**src/rtl/pwm_lk_pkg.sv**
```systemverilog
package pwm_lk_pkg;

    localparam int unsigned OFS_CNT  = 'h00;
    localparam int unsigned OFS_PER  = 'h04;
    localparam int unsigned OFS_DUTY = 'h08;
    localparam int unsigned OFS_CTRL = 'h0C;

    localparam int unsigned B_EN     = 0;
    localparam int unsigned B_MODE   = 1;
    localparam int unsigned B_POL    = 3;
    localparam int unsigned B_INACT  = 4;
    localparam int unsigned B_ALIGN  = 5;
    localparam int unsigned B_LOCK   = 6;
    localparam int unsigned B_LP     = 8;

    localparam logic [1:0] MODE_CONT = 2'b01;

    typedef enum logic [0:0] {
        PH_STOPPED = 1'b0,
        PH_RUNNING = 1'b1
    } phase_t;

    typedef struct packed {
        logic       lp_on;
        logic       lock;
        logic       align_alt;
        logic       inact;
        logic       pol;
        logic [1:0] mode;
        logic       en;
    } ctl_t;

endpackage

```
**src/rtl/pwm_lk_regs.sv**
```systemverilog
module pwm_lk_regs
    import pwm_lk_pkg::*;
#(
    parameter int ADDR_W = 4,
    parameter int DATA_W = 32
) (
    input  logic              clk,
    input  logic              rst_n,
    input  logic              psel,
    input  logic              penable,
    input  logic              pwrite,
    input  logic [ADDR_W-1:0] paddr,
    input  logic [DATA_W-1:0] pwdata,
    input  logic [DATA_W-1:0] cnt,
    output logic [DATA_W-1:0] prdata,
    output logic [DATA_W-1:0] per_s,
    output logic [DATA_W-1:0] duty_s,
    output ctl_t              ctl
);

    localparam logic [ADDR_W-1:0] A_CNT  = ADDR_W'(OFS_CNT);
    localparam logic [ADDR_W-1:0] A_PER  = ADDR_W'(OFS_PER);
    localparam logic [ADDR_W-1:0] A_DUTY = ADDR_W'(OFS_DUTY);
    localparam logic [ADDR_W-1:0] A_CTRL = ADDR_W'(OFS_CTRL);

    logic [DATA_W-1:0] ctrl_q;
    logic              wr_en;

    assign wr_en = psel & penable & pwrite;

    // Staging registers; the counter offset is read-only.
    always_ff @(posedge clk or negedge rst_n) begin
        if (!rst_n) begin
            per_s  <= '0;
            duty_s <= '0;
            ctrl_q <= '0;
        end else if (wr_en) begin
            case (paddr)
                A_PER:   per_s  <= pwdata;
                A_DUTY:  duty_s <= pwdata;
                A_CTRL:  ctrl_q <= pwdata;
                default: ;
            endcase
        end
    end

    always_comb begin
        case (paddr)
            A_CNT:   prdata = cnt;
            A_PER:   prdata = per_s;
            A_DUTY:  prdata = duty_s;
            A_CTRL:  prdata = ctrl_q;
            default: prdata = '0;
        endcase
    end

    assign ctl.en        = ctrl_q[B_EN];
    assign ctl.mode      = ctrl_q[B_MODE+1:B_MODE];
    assign ctl.pol       = ctrl_q[B_POL];
    assign ctl.inact     = ctrl_q[B_INACT];
    assign ctl.align_alt = ctrl_q[B_ALIGN];
    assign ctl.lock      = ctrl_q[B_LOCK];
    assign ctl.lp_on     = ctrl_q[B_LP];

endmodule

```
**src/rtl/pwm_lk_seq.sv**
```systemverilog
module pwm_lk_seq
    import pwm_lk_pkg::*;
#(
    parameter int DATA_W = 32
) (
    input  logic              clk,
    input  logic              rst_n,
    input  logic              run_ok,
    input  logic [DATA_W-1:0] per_a,
    output logic [DATA_W-1:0] cnt,
    output logic              run_q,
    output logic              wrap
);

    localparam int EXT_W = DATA_W + 1;

    phase_t phase_q, phase_d;
    logic [EXT_W-1:0] cnt_inc;

    assign cnt_inc = {1'b0, cnt} + EXT_W'(1);

    // State register
    always_ff @(posedge clk or negedge rst_n) begin
        if (!rst_n) phase_q <= PH_STOPPED;
        else        phase_q <= phase_d;
    end

    // Next state: GO, HALT, WRAP/count
    always_comb begin
        phase_d = phase_q;
        unique case (phase_q)
            PH_STOPPED: if (run_ok)  phase_d = PH_RUNNING;
            PH_RUNNING: if (!run_ok) phase_d = PH_STOPPED;
        endcase
    end

    // Outputs of the state machine
    always_comb begin
        run_q = 1'b0;
        wrap  = 1'b0;
        unique case (phase_q)
            PH_STOPPED: run_q = 1'b0;
            PH_RUNNING: begin
                run_q = 1'b1;
                wrap  = (cnt_inc >= {1'b0, per_a});
            end
        endcase
    end

    always_ff @(posedge clk or negedge rst_n) begin
        if (!rst_n) begin
            cnt <= '0;
        end else if (run_q && run_ok && !wrap) begin
            cnt <= cnt_inc[DATA_W-1:0];
        end else begin
            cnt <= '0;
        end
    end

endmodule

```
**src/rtl/pwm_lk_shadow.sv**
```systemverilog
module pwm_lk_shadow #(
    parameter int DATA_W = 32
) (
    input  logic              clk,
    input  logic              rst_n,
    input  logic              take,
    input  logic [DATA_W-1:0] per_s,
    input  logic [DATA_W-1:0] duty_s,
    input  logic              pol_s,
    input  logic              inact_s,
    output logic [DATA_W-1:0] per_a,
    output logic [DATA_W-1:0] duty_a,
    output logic              pol_a,
    output logic              inact_a
);

    // One transfer moves the whole set at once.
    always_ff @(posedge clk or negedge rst_n) begin
        if (!rst_n) begin
            per_a   <= '0;
            duty_a  <= '0;
            pol_a   <= 1'b0;
            inact_a <= 1'b0;
        end else if (take) begin
            per_a   <= per_s;
            duty_a  <= duty_s;
            pol_a   <= pol_s;
            inact_a <= inact_s;
        end
    end

endmodule

```
**src/rtl/pwm_lk_wave.sv**
```systemverilog
module pwm_lk_wave #(
    parameter int DATA_W = 32
) (
    input  logic              run_q,
    input  logic [DATA_W-1:0] cnt,
    input  logic [DATA_W-1:0] duty_a,
    input  logic              pol_a,
    input  logic              inact_a,
    input  logic              inact_live,
    output logic              pwm_out
);

    logic in_duty;

    assign in_duty = (cnt < duty_a);

    always_comb begin
        if (!run_q)       pwm_out = inact_live;
        else if (in_duty) pwm_out = pol_a;
        else              pwm_out = inact_a;
    end

endmodule

```
**src/rtl/pwm_lk_top.sv**
```systemverilog
module pwm_lk_top
    import pwm_lk_pkg::*;
#(
    parameter int ADDR_W = 4,
    parameter int DATA_W = 32
) (
    input  logic              clk,
    input  logic              rst_n,
    input  logic              psel,
    input  logic              penable,
    input  logic              pwrite,
    input  logic [ADDR_W-1:0] paddr,
    input  logic [DATA_W-1:0] pwdata,
    output logic [DATA_W-1:0] prdata,
    output logic              pwm_out
);

    ctl_t              ctl;
    logic [DATA_W-1:0] per_s, duty_s, per_a, duty_a, cnt;
    logic              pol_a, inact_a;
    logic              run_ok, run_q, wrap, take, lock_q;

    assign run_ok = ctl.en && (ctl.mode == MODE_CONT) && !ctl.align_alt && !ctl.lp_on;
    assign lock_q = ctl.lock;
    assign take   = !lock_q && (!run_q || wrap);

    pwm_lk_regs #(.ADDR_W(ADDR_W), .DATA_W(DATA_W)) u_regs (
        .clk(clk), .rst_n(rst_n), .psel(psel), .penable(penable),
        .pwrite(pwrite), .paddr(paddr), .pwdata(pwdata), .cnt(cnt),
        .prdata(prdata), .per_s(per_s), .duty_s(duty_s), .ctl(ctl)
    );

    pwm_lk_seq #(.DATA_W(DATA_W)) u_seq (
        .clk(clk), .rst_n(rst_n), .run_ok(run_ok), .per_a(per_a),
        .cnt(cnt), .run_q(run_q), .wrap(wrap)
    );

    pwm_lk_shadow #(.DATA_W(DATA_W)) u_shadow (
        .clk(clk), .rst_n(rst_n), .take(take),
        .per_s(per_s), .duty_s(duty_s), .pol_s(ctl.pol), .inact_s(ctl.inact),
        .per_a(per_a), .duty_a(duty_a), .pol_a(pol_a), .inact_a(inact_a)
    );

    pwm_lk_wave #(.DATA_W(DATA_W)) u_wave (
        .run_q(run_q), .cnt(cnt), .duty_a(duty_a), .pol_a(pol_a),
        .inact_a(inact_a), .inact_live(ctl.inact), .pwm_out(pwm_out)
    );

endmodule

```
**config.mk**
```make
export PLATFORM = sky130hd
export DESIGN_NAME = pwm_lk_top
export DESIGN_NICKNAME = d
export VERILOG_FILES = /design/src/rtl/pwm_lk_pkg.sv /design/src/rtl/pwm_lk_regs.sv /design/src/rtl/pwm_lk_seq.sv /design/src/rtl/pwm_lk_shadow.sv /design/src/rtl/pwm_lk_wave.sv /design/src/rtl/pwm_lk_top.sv
export SDC_FILE = /design/constraint.sdc
export NUM_CORES = 1
export LEC_CHECK = 0
export BUFFER_PORTS_ARGS = -buffer_cell sky130_fd_sc_hd__buf_4
export CORE_MARGIN = 3
export CORE_UTILIZATION = 30
export DETAILED_ROUTE_END_ITERATION = 12
export GPL_TIMING_DRIVEN = 0
export PLACE_DENSITY_LB_ADDON = 0.12
export SYNTH_ARGS = -nofsm -noshare
export SYNTH_HDL_FRONTEND = slang
export SYNTH_HIERARCHICAL = 1
export SYNTH_SLANG_ARGS = --single-unit
```
**constraint.sdc**
```tcl
create_clock -name clk -period 7.95 [get_ports clk]
set_input_delay 0.3975 -clock clk [delete_from_list [all_inputs] [get_ports clk]]
set_output_delay 0.3975 -clock clk [all_outputs]
set_load 0.05 [all_outputs]
```
==> results of run 1 <==
-- registers in the layout, summed over array words and instances, names as in the netlist --
signal and cells:
u_shadow/inact_a 1, u_regs/ctrl_q 32, u_seq/cnt 32, u_regs/duty_s 32, u_seq/phase_q 1, u_regs/per_s 32
u_shadow/per_a 32, u_shadow/duty_a 32, u_shadow/pol_a 1
-- logic make-up (layout without fill, tap and decap cells) --
family	count (synthesis)	after routing
buffers and inverters	112	217
and+or+nand+nor	183	183
xor gates and xnor gates	30	30
DFF	195	195
muxes	194	194
adders and majority gates	64	64
AOI/OAI and AO/OA	89	89
-- synth_stat cells (8+ instances only) --
cell      instances  area share
clkbuf_1         11      0.0039
nand4_1          11      0.0065
mux2i_1          32       0.030
nor2_1           45       0.016
ha_1             64       0.075
mux2_4           70       0.099
buf_6             8      0.0085
nand2_1          32       0.011
nor3b_1          29       0.020
mux2_2           89       0.094
o21ai_0           8      0.0038
inv_1            65       0.023
a221o_1          33       0.031
buf_4             8      0.0057
xnor2_1          23       0.019
dfrtp_1         195        0.46
buf_2            17      0.0080
a21oi_1          23       0.011
nand3_1          23       0.011
-- power groups by stage --
| stage | sequential, W | combinational, W | clock (W) |
|---|---|---|---|
| after global placement | 0.00122 | 0.000492 | 0 |
| after detailed placement | 0.00122 | 0.000499 | 0 |
| final | 0.00120 | 0.000493 | 0.000906 |
| after global routing | 0.00122 | 0.000542 | 0.000967 |
| after CTS | 0.00120 | 0.000502 | 0.000939 |
| after floorplan | 0.00119 | 0.000363 | 0 |
-- per-layer routing --
| metal | global-route usage | part of all wire |
|---|---|---|
| met3 | 0.0255 | 0.028 |
| met5 | 0 | 0 |
| met2 | 0.245 | 0.47 |
| met4 | 0.0332 | 0.0063 |
| met1 | 0.211 | 0.49 |
-- per-stage QoR --
step	instance area (um2)	total power [W]	instances
2_1_floorplan	10600	0.00155	867
3_3_place_gp	11700	0.00171	1394
3_5_place_dp	11800	0.00172	1396
4_1_cts	12400	0.00264	1427
5_1_grt	12400	0.00273	1427
6_report	12400	0.00260	1427
-- critical path, stage by stage, from the launching register on --
cell and delay [ns]:
dfrtp_1 0.57, ha_1 0.33, nand3_1 0.16, nor2_2 0.52, nand4_1 0.19, xnor2_1 0.18
ha_1 0.31, nand4_1 0.18, nor3_1 0.43, nand3_1 0.26, o221a_2 0.36, a21oi_2 0.29
o21a_1 0.18, inv_1 0.04, a21oi_1 0.22, buf_2 0.40, mux2_2 0.39
-- worst max-delay path by stage --
stage                                to  slack, ns  cells past startpoint
CTS                 u_shadow/duty_a[19]       2.82                     16
global placement    u_shadow/duty_a[17]       2.87                     16
global route        u_shadow/duty_a[14]       2.53                     16
detailed placement  u_shadow/duty_a[19]       2.84                     16
floorplan           u_shadow/duty_a[21]       4.14                     17
finish              u_shadow/duty_a[19]       2.83                     16
-- layout make-up --
class / instances / share of cell area
multi-input cells: 560 / 0.421
flip-flops and latches: 195 / 0.394
repair buffers: 74 / 0.0471
well taps: 455 / 0.0460
clock buffers: 20 / 0.0361
plain buffers: 47 / 0.0232
inverters: 65 / 0.0197
clock inverters: 11 / 0.0125
==> flow_summary.ini, run 1 <==
[status]
status = complete, no violations

[place]
port_buffers = 72
gp_congestion = 0.762
pre_cts_slack_ns = 2.84
hpwlAfterDp_mm = 20.1

[cts]
cts_root_buffer = clkbuf_16
clock_latency_ns = 0.44
htree_num_levels = 4
post-cts-setup-buffer-count = 0
cts_hold_buffers = 0
cts_resized = 0
cts.clk_slew.worst_paths_ns = 0.08
clockBufferDepth = 2
cts_made_buffers = 17
cts.sinks = 195
cts_tree = built

[cells_and_area]
nets = 1065
final_cell_mix = dfrtp_1 (195), mux2_2 (89), buf_4 (80)
fin_util = 0.357
n_antenna_cell = 0
final_layout_size_suffix_gt1_frac = 0.321
fillers = 3486
seq_area_um2 = 4880
syn_to_final_growth_pct = 16.6
final_common_cell = dfrtp_1
multiInputGateArea_um2 = 5220

[floorplanning]
initial_core_util = 0.306
core_area_um2 = 34700
rows = 68
fp.dieArea_um2 = 37700
die_h_um = 194
ios = 74
die_w_um = 194

[synthesis]
synth-adder-area-share = 0.0754
synth_edf_count = 0
synthesis.nets = 972
syn_area_per_cell_um2 = 12.2
synth_cell_types = 62
syn_inst = 867
netlist_area_um2 = 10600
ys.warnings.count = 6
synthSimpleGateAreaFrac = 0.0986
synth_xor_area_frac = 0.0247
synth-async-reset-ratio = 1.00
yosysSeqAreaShare = 0.459
ys_ff_latch = 195
synth_flop_cell = dfrtp_1
yosys-mux-area-fraction = 0.227
synth_compound_area_frac = 0.0650
synth_top_family_by_area = multiplexers

[sta]
rsz0062_at_grt = no
holdWs_ns = 0.0292
tightestPinTransition_ns = 0.961
period_share = 0.644
fin_tns_setup_ns = 0
final-max-slew-violation-count = 0
setup_viol = 0
fin_skew_ns = 0.0104
clock.fmax_mhz = 195
min_period_ns = 5.12
hold_viol = 0
slew_headroom = 0.360
fin_ws_ns = 2.83

[power_and_ir_drop]
swShare = 0.279
combPwrFrac = 0.190
p_int_w = 0.00187
power_frac_seq = 0.462
irDropWorstVdd_v = 0.000115
power_density_nw_per_um2 = 210
net-switching-power_w = 0.000725
p_leak_nw = 6.07
clkPwrFrac = 0.349

[flow_run]
drv_cap = 0

[routing]
drt_iter0_markers = 198
dr.pass1.iters = 4
wire_per_inst_um = 19.7
routed_wirelength_mm = 28.1
post-route-drc-count = 0
vias = 6851
vias_per_cell = 4.80
ant_nets = 0

[worst_setup_path]
critical_path_arrival_ns = 5.45
start_kind = flop
cp_max_fo = 10
critPathKind = reg -> reg
worstReg2RegStart = u_seq/cnt[0]
timing.rr.end = u_shadow/duty_a[19]
crit_start = u_seq/cnt[0]
required_ns = 8.28
rrSetupSlack_ns = 2.83
end_kind = flop
reg2reg_depth = 16

[grt]
grt_pass1_vias = 7274
antenna_found_initial = 0
grt_start_max_net_pins = 106
grt_overflow = 0
track_usage = 0.150
grt_pass1_wl_mm = 43.9

[min_path]
hp-class = in -> async
No activity file was read; power rests on OpenSTA's default activity.
==> run 2, diff against run 1 <==
- clock period: 7.95 -> 4.3 ns (I/O delays scaled with it)
==> flow_summary.ini, run 2 (synthesis results as in run 1) <==
[place]
port_buffers = 72
gp_congestion = 0.762
hpwlAfterDp_mm = 20.1
placed_area_um2 = 11800

[routing]
dr.pass1.iters = 4
drt_iter0_markers = 236
post-route-drc-count = 0
ant_nets = 0
wire_per_inst_um = 19.6
vias_per_cell = 4.80
routed_wirelength_mm = 28.5
vias = 6978

[worst_setup_path]
critPathKind = reg -> reg
crit_chain = and4_2 -> nand2_2 -> nor2_4 -> nand4_1 -> xnor2_1 -> ha_1 -> nand4_1 -> nor3_4 -> nand3_2 -> o221a_2 -> a21oi_4 -> o21a_1 -> inv_1 -> a21oi_4 -> buf_6 -> buf_8 -> mux2_4
start_kind = flop
slowest_delay_ns = 0.44
critical_path_arrival_ns = 4.43
cp_max_fo = 10
required_ns = 4.62
rrSetupSlack_ns = 0.18
crit_slowest_cell = dfrtp_2
end_kind = flop

[cts]
htree_num_levels = 4
clockBufferDepth = 2
cts_made_buffers = 17
cts_tree = built
cts.clk_slew.worst_paths_ns = 0.07
clock_latency_ns = 0.44
cts_root_buffer = clkbuf_16
cts.sinks = 195

[grt]
use_met1 = 0.212
grt_use_met3 = 0.0250
busiest_layer = met2
grt_pass1_wl_mm = 44.3
track_usage = 0.152
use_met2 = 0.246
grt_pass1_vias = 7359
antenna_found_initial = 0
grt_start_max_net_pins = 106
grt_overflow = 0

[sta]
min_period_ns = 4.12
rsz0062_at_grt = no
final-max-slew-violation-count = 0
clock.fmax_mhz = 243
tightestPinTransition_ns = 0.965
setup_viol = 0
hold_viol = 0
slew_headroom = 0.357
holdWs_ns = 0.0258
fin_skew_ns = 0.0119
period_share = 0.958

[cells_and_area]
n_antenna_cell = 0
fillers = 3471
final_common_cell = dfrtp_1
final_layout_size_suffix_gt1_frac = 0.359
fin_area_um2 = 12700
nets = 1093
syn_to_final_growth_pct = 20.0
final_cell_mix = dfrtp_1 (178), buf_4 (100), mux2_2 (89)

[power_and_ir_drop]
p_leak_nw = 6.22
totalPowerFinal_w = 0.00486
power_density_nw_per_um2 = 381
irDropWorstVdd_v = 0.000216

[floorplanning]
initial_core_util = 0.306
die_w_um = 194
fp.dieArea_um2 = 37700
core_area_um2 = 34700
die_h_um = 194
ios = 74
rows = 68

[min_path]
hp-class = in -> reg

[flow_run]
drv_cap = 0

[status]
status = complete, no violations
-- run 2: changes by cell type in the layout (fill, tap and decap cells not counted), moves of 3 or more --
cell           change
buf_8              +4
dlygate4sd3_1      +9
dfrtp_2           +17
nor3_1             -3
dfrtp_1           -17
buf_6              -4
buf_4             +20
-- run 2: final timing paths --
check,endpoint,cells past startpoint,startpoint
max,u_shadow/per_a[26],17,u_seq/cnt[8]
min,u_regs/ctrl_q[18],2,pwdata[18]
max reg2reg,u_shadow/per_a[26],17,u_seq/cnt[8]
min reg2reg,u_shadow/duty_a[14],1,u_shadow/duty_a[14]
max in group asynchronous,u_seq/cnt[13],3,rst_n
min in group asynchronous,u_regs/ctrl_q[30],2,rst_n
-- run 2: where the power goes --
part	total [W]	internal (W)	leakage, nW	switching [W]
logic	0.000960	0.000495	3.35	0.000465
clock network	0.00168	0.000935	0.284	0.000741
registers	0.00222	0.00207	2.59	0.000155
total	0.00486	0.00350	6.22	0.00136
-- run 2: area by class of cell --
class | count | area [um2] | area share
plain buffers | 47 | 312 | 0.0244
clock buffers | 20 | 447 | 0.0351
well taps | 455 | 569 | 0.0447
flip-flops and latches | 195 | 4900 | 0.385
inverters | 65 | 244 | 0.0191
multi-input cells | 560 | 5290 | 0.415
repair buffers | 102 | 826 | 0.0648
clock inverters | 11 | 155 | 0.0122
-- run 2: worst max-delay path, delay by kind of cell (launching register included) --
| family | cells | cell delay [ns] |
|---|---|---|
| AOI/OAI and AO/OA | 4 | 0.88 |
| xor gates and xnor gates | 1 | 0.17 |
| adders and majority gates | 1 | 0.30 |
| buffers and inverters | 3 | 0.43 |
| DFF | 1 | 0.44 |
| muxes | 1 | 0.32 |
| and+or+nand+nor | 7 | 1.44 |
-- run 2: timing repair --
action	in CTS	in global routing
endpoints found under the hold margin	112	1
hold buffers	8	1
setup endpoints to repair	90	66
gates cloned	0	1
gates resized for setup	21	21
setup buffers	7	11
pin swaps	3	7
-- run 2: layer usage --
layer / up-vias / share of wire / wire length [um]
met3: 15 / 0.026 / 752
li1: 3360 / - / -
met5: - / 0 / 0
met2: 91 / 0.47 / 13400
met4: 0 / 0.011 / 318
met1: 3512 / 0.49 / 14000
-- run 2: through the flow --
| stage | util | setup slack, ns | TNS [ns] | cells |
|---|---|---|---|---|
| 2_1_floorplan | - | 0.491 | 0 | 867 |
| 3_3_place_gp | 0.338 | -0.783 | -48.78 | 1394 |
| 3_5_place_dp | 0.339 | -0.807 | -49.38 | 1396 |
| 4_1_cts | 0.363 | 0.0000950 | 0 | 1442 |
| 5_1_grt | 0.367 | 0.0104 | 0 | 1455 |
| 6_report | 0.367 | 0.182 | 0 | 1455 |
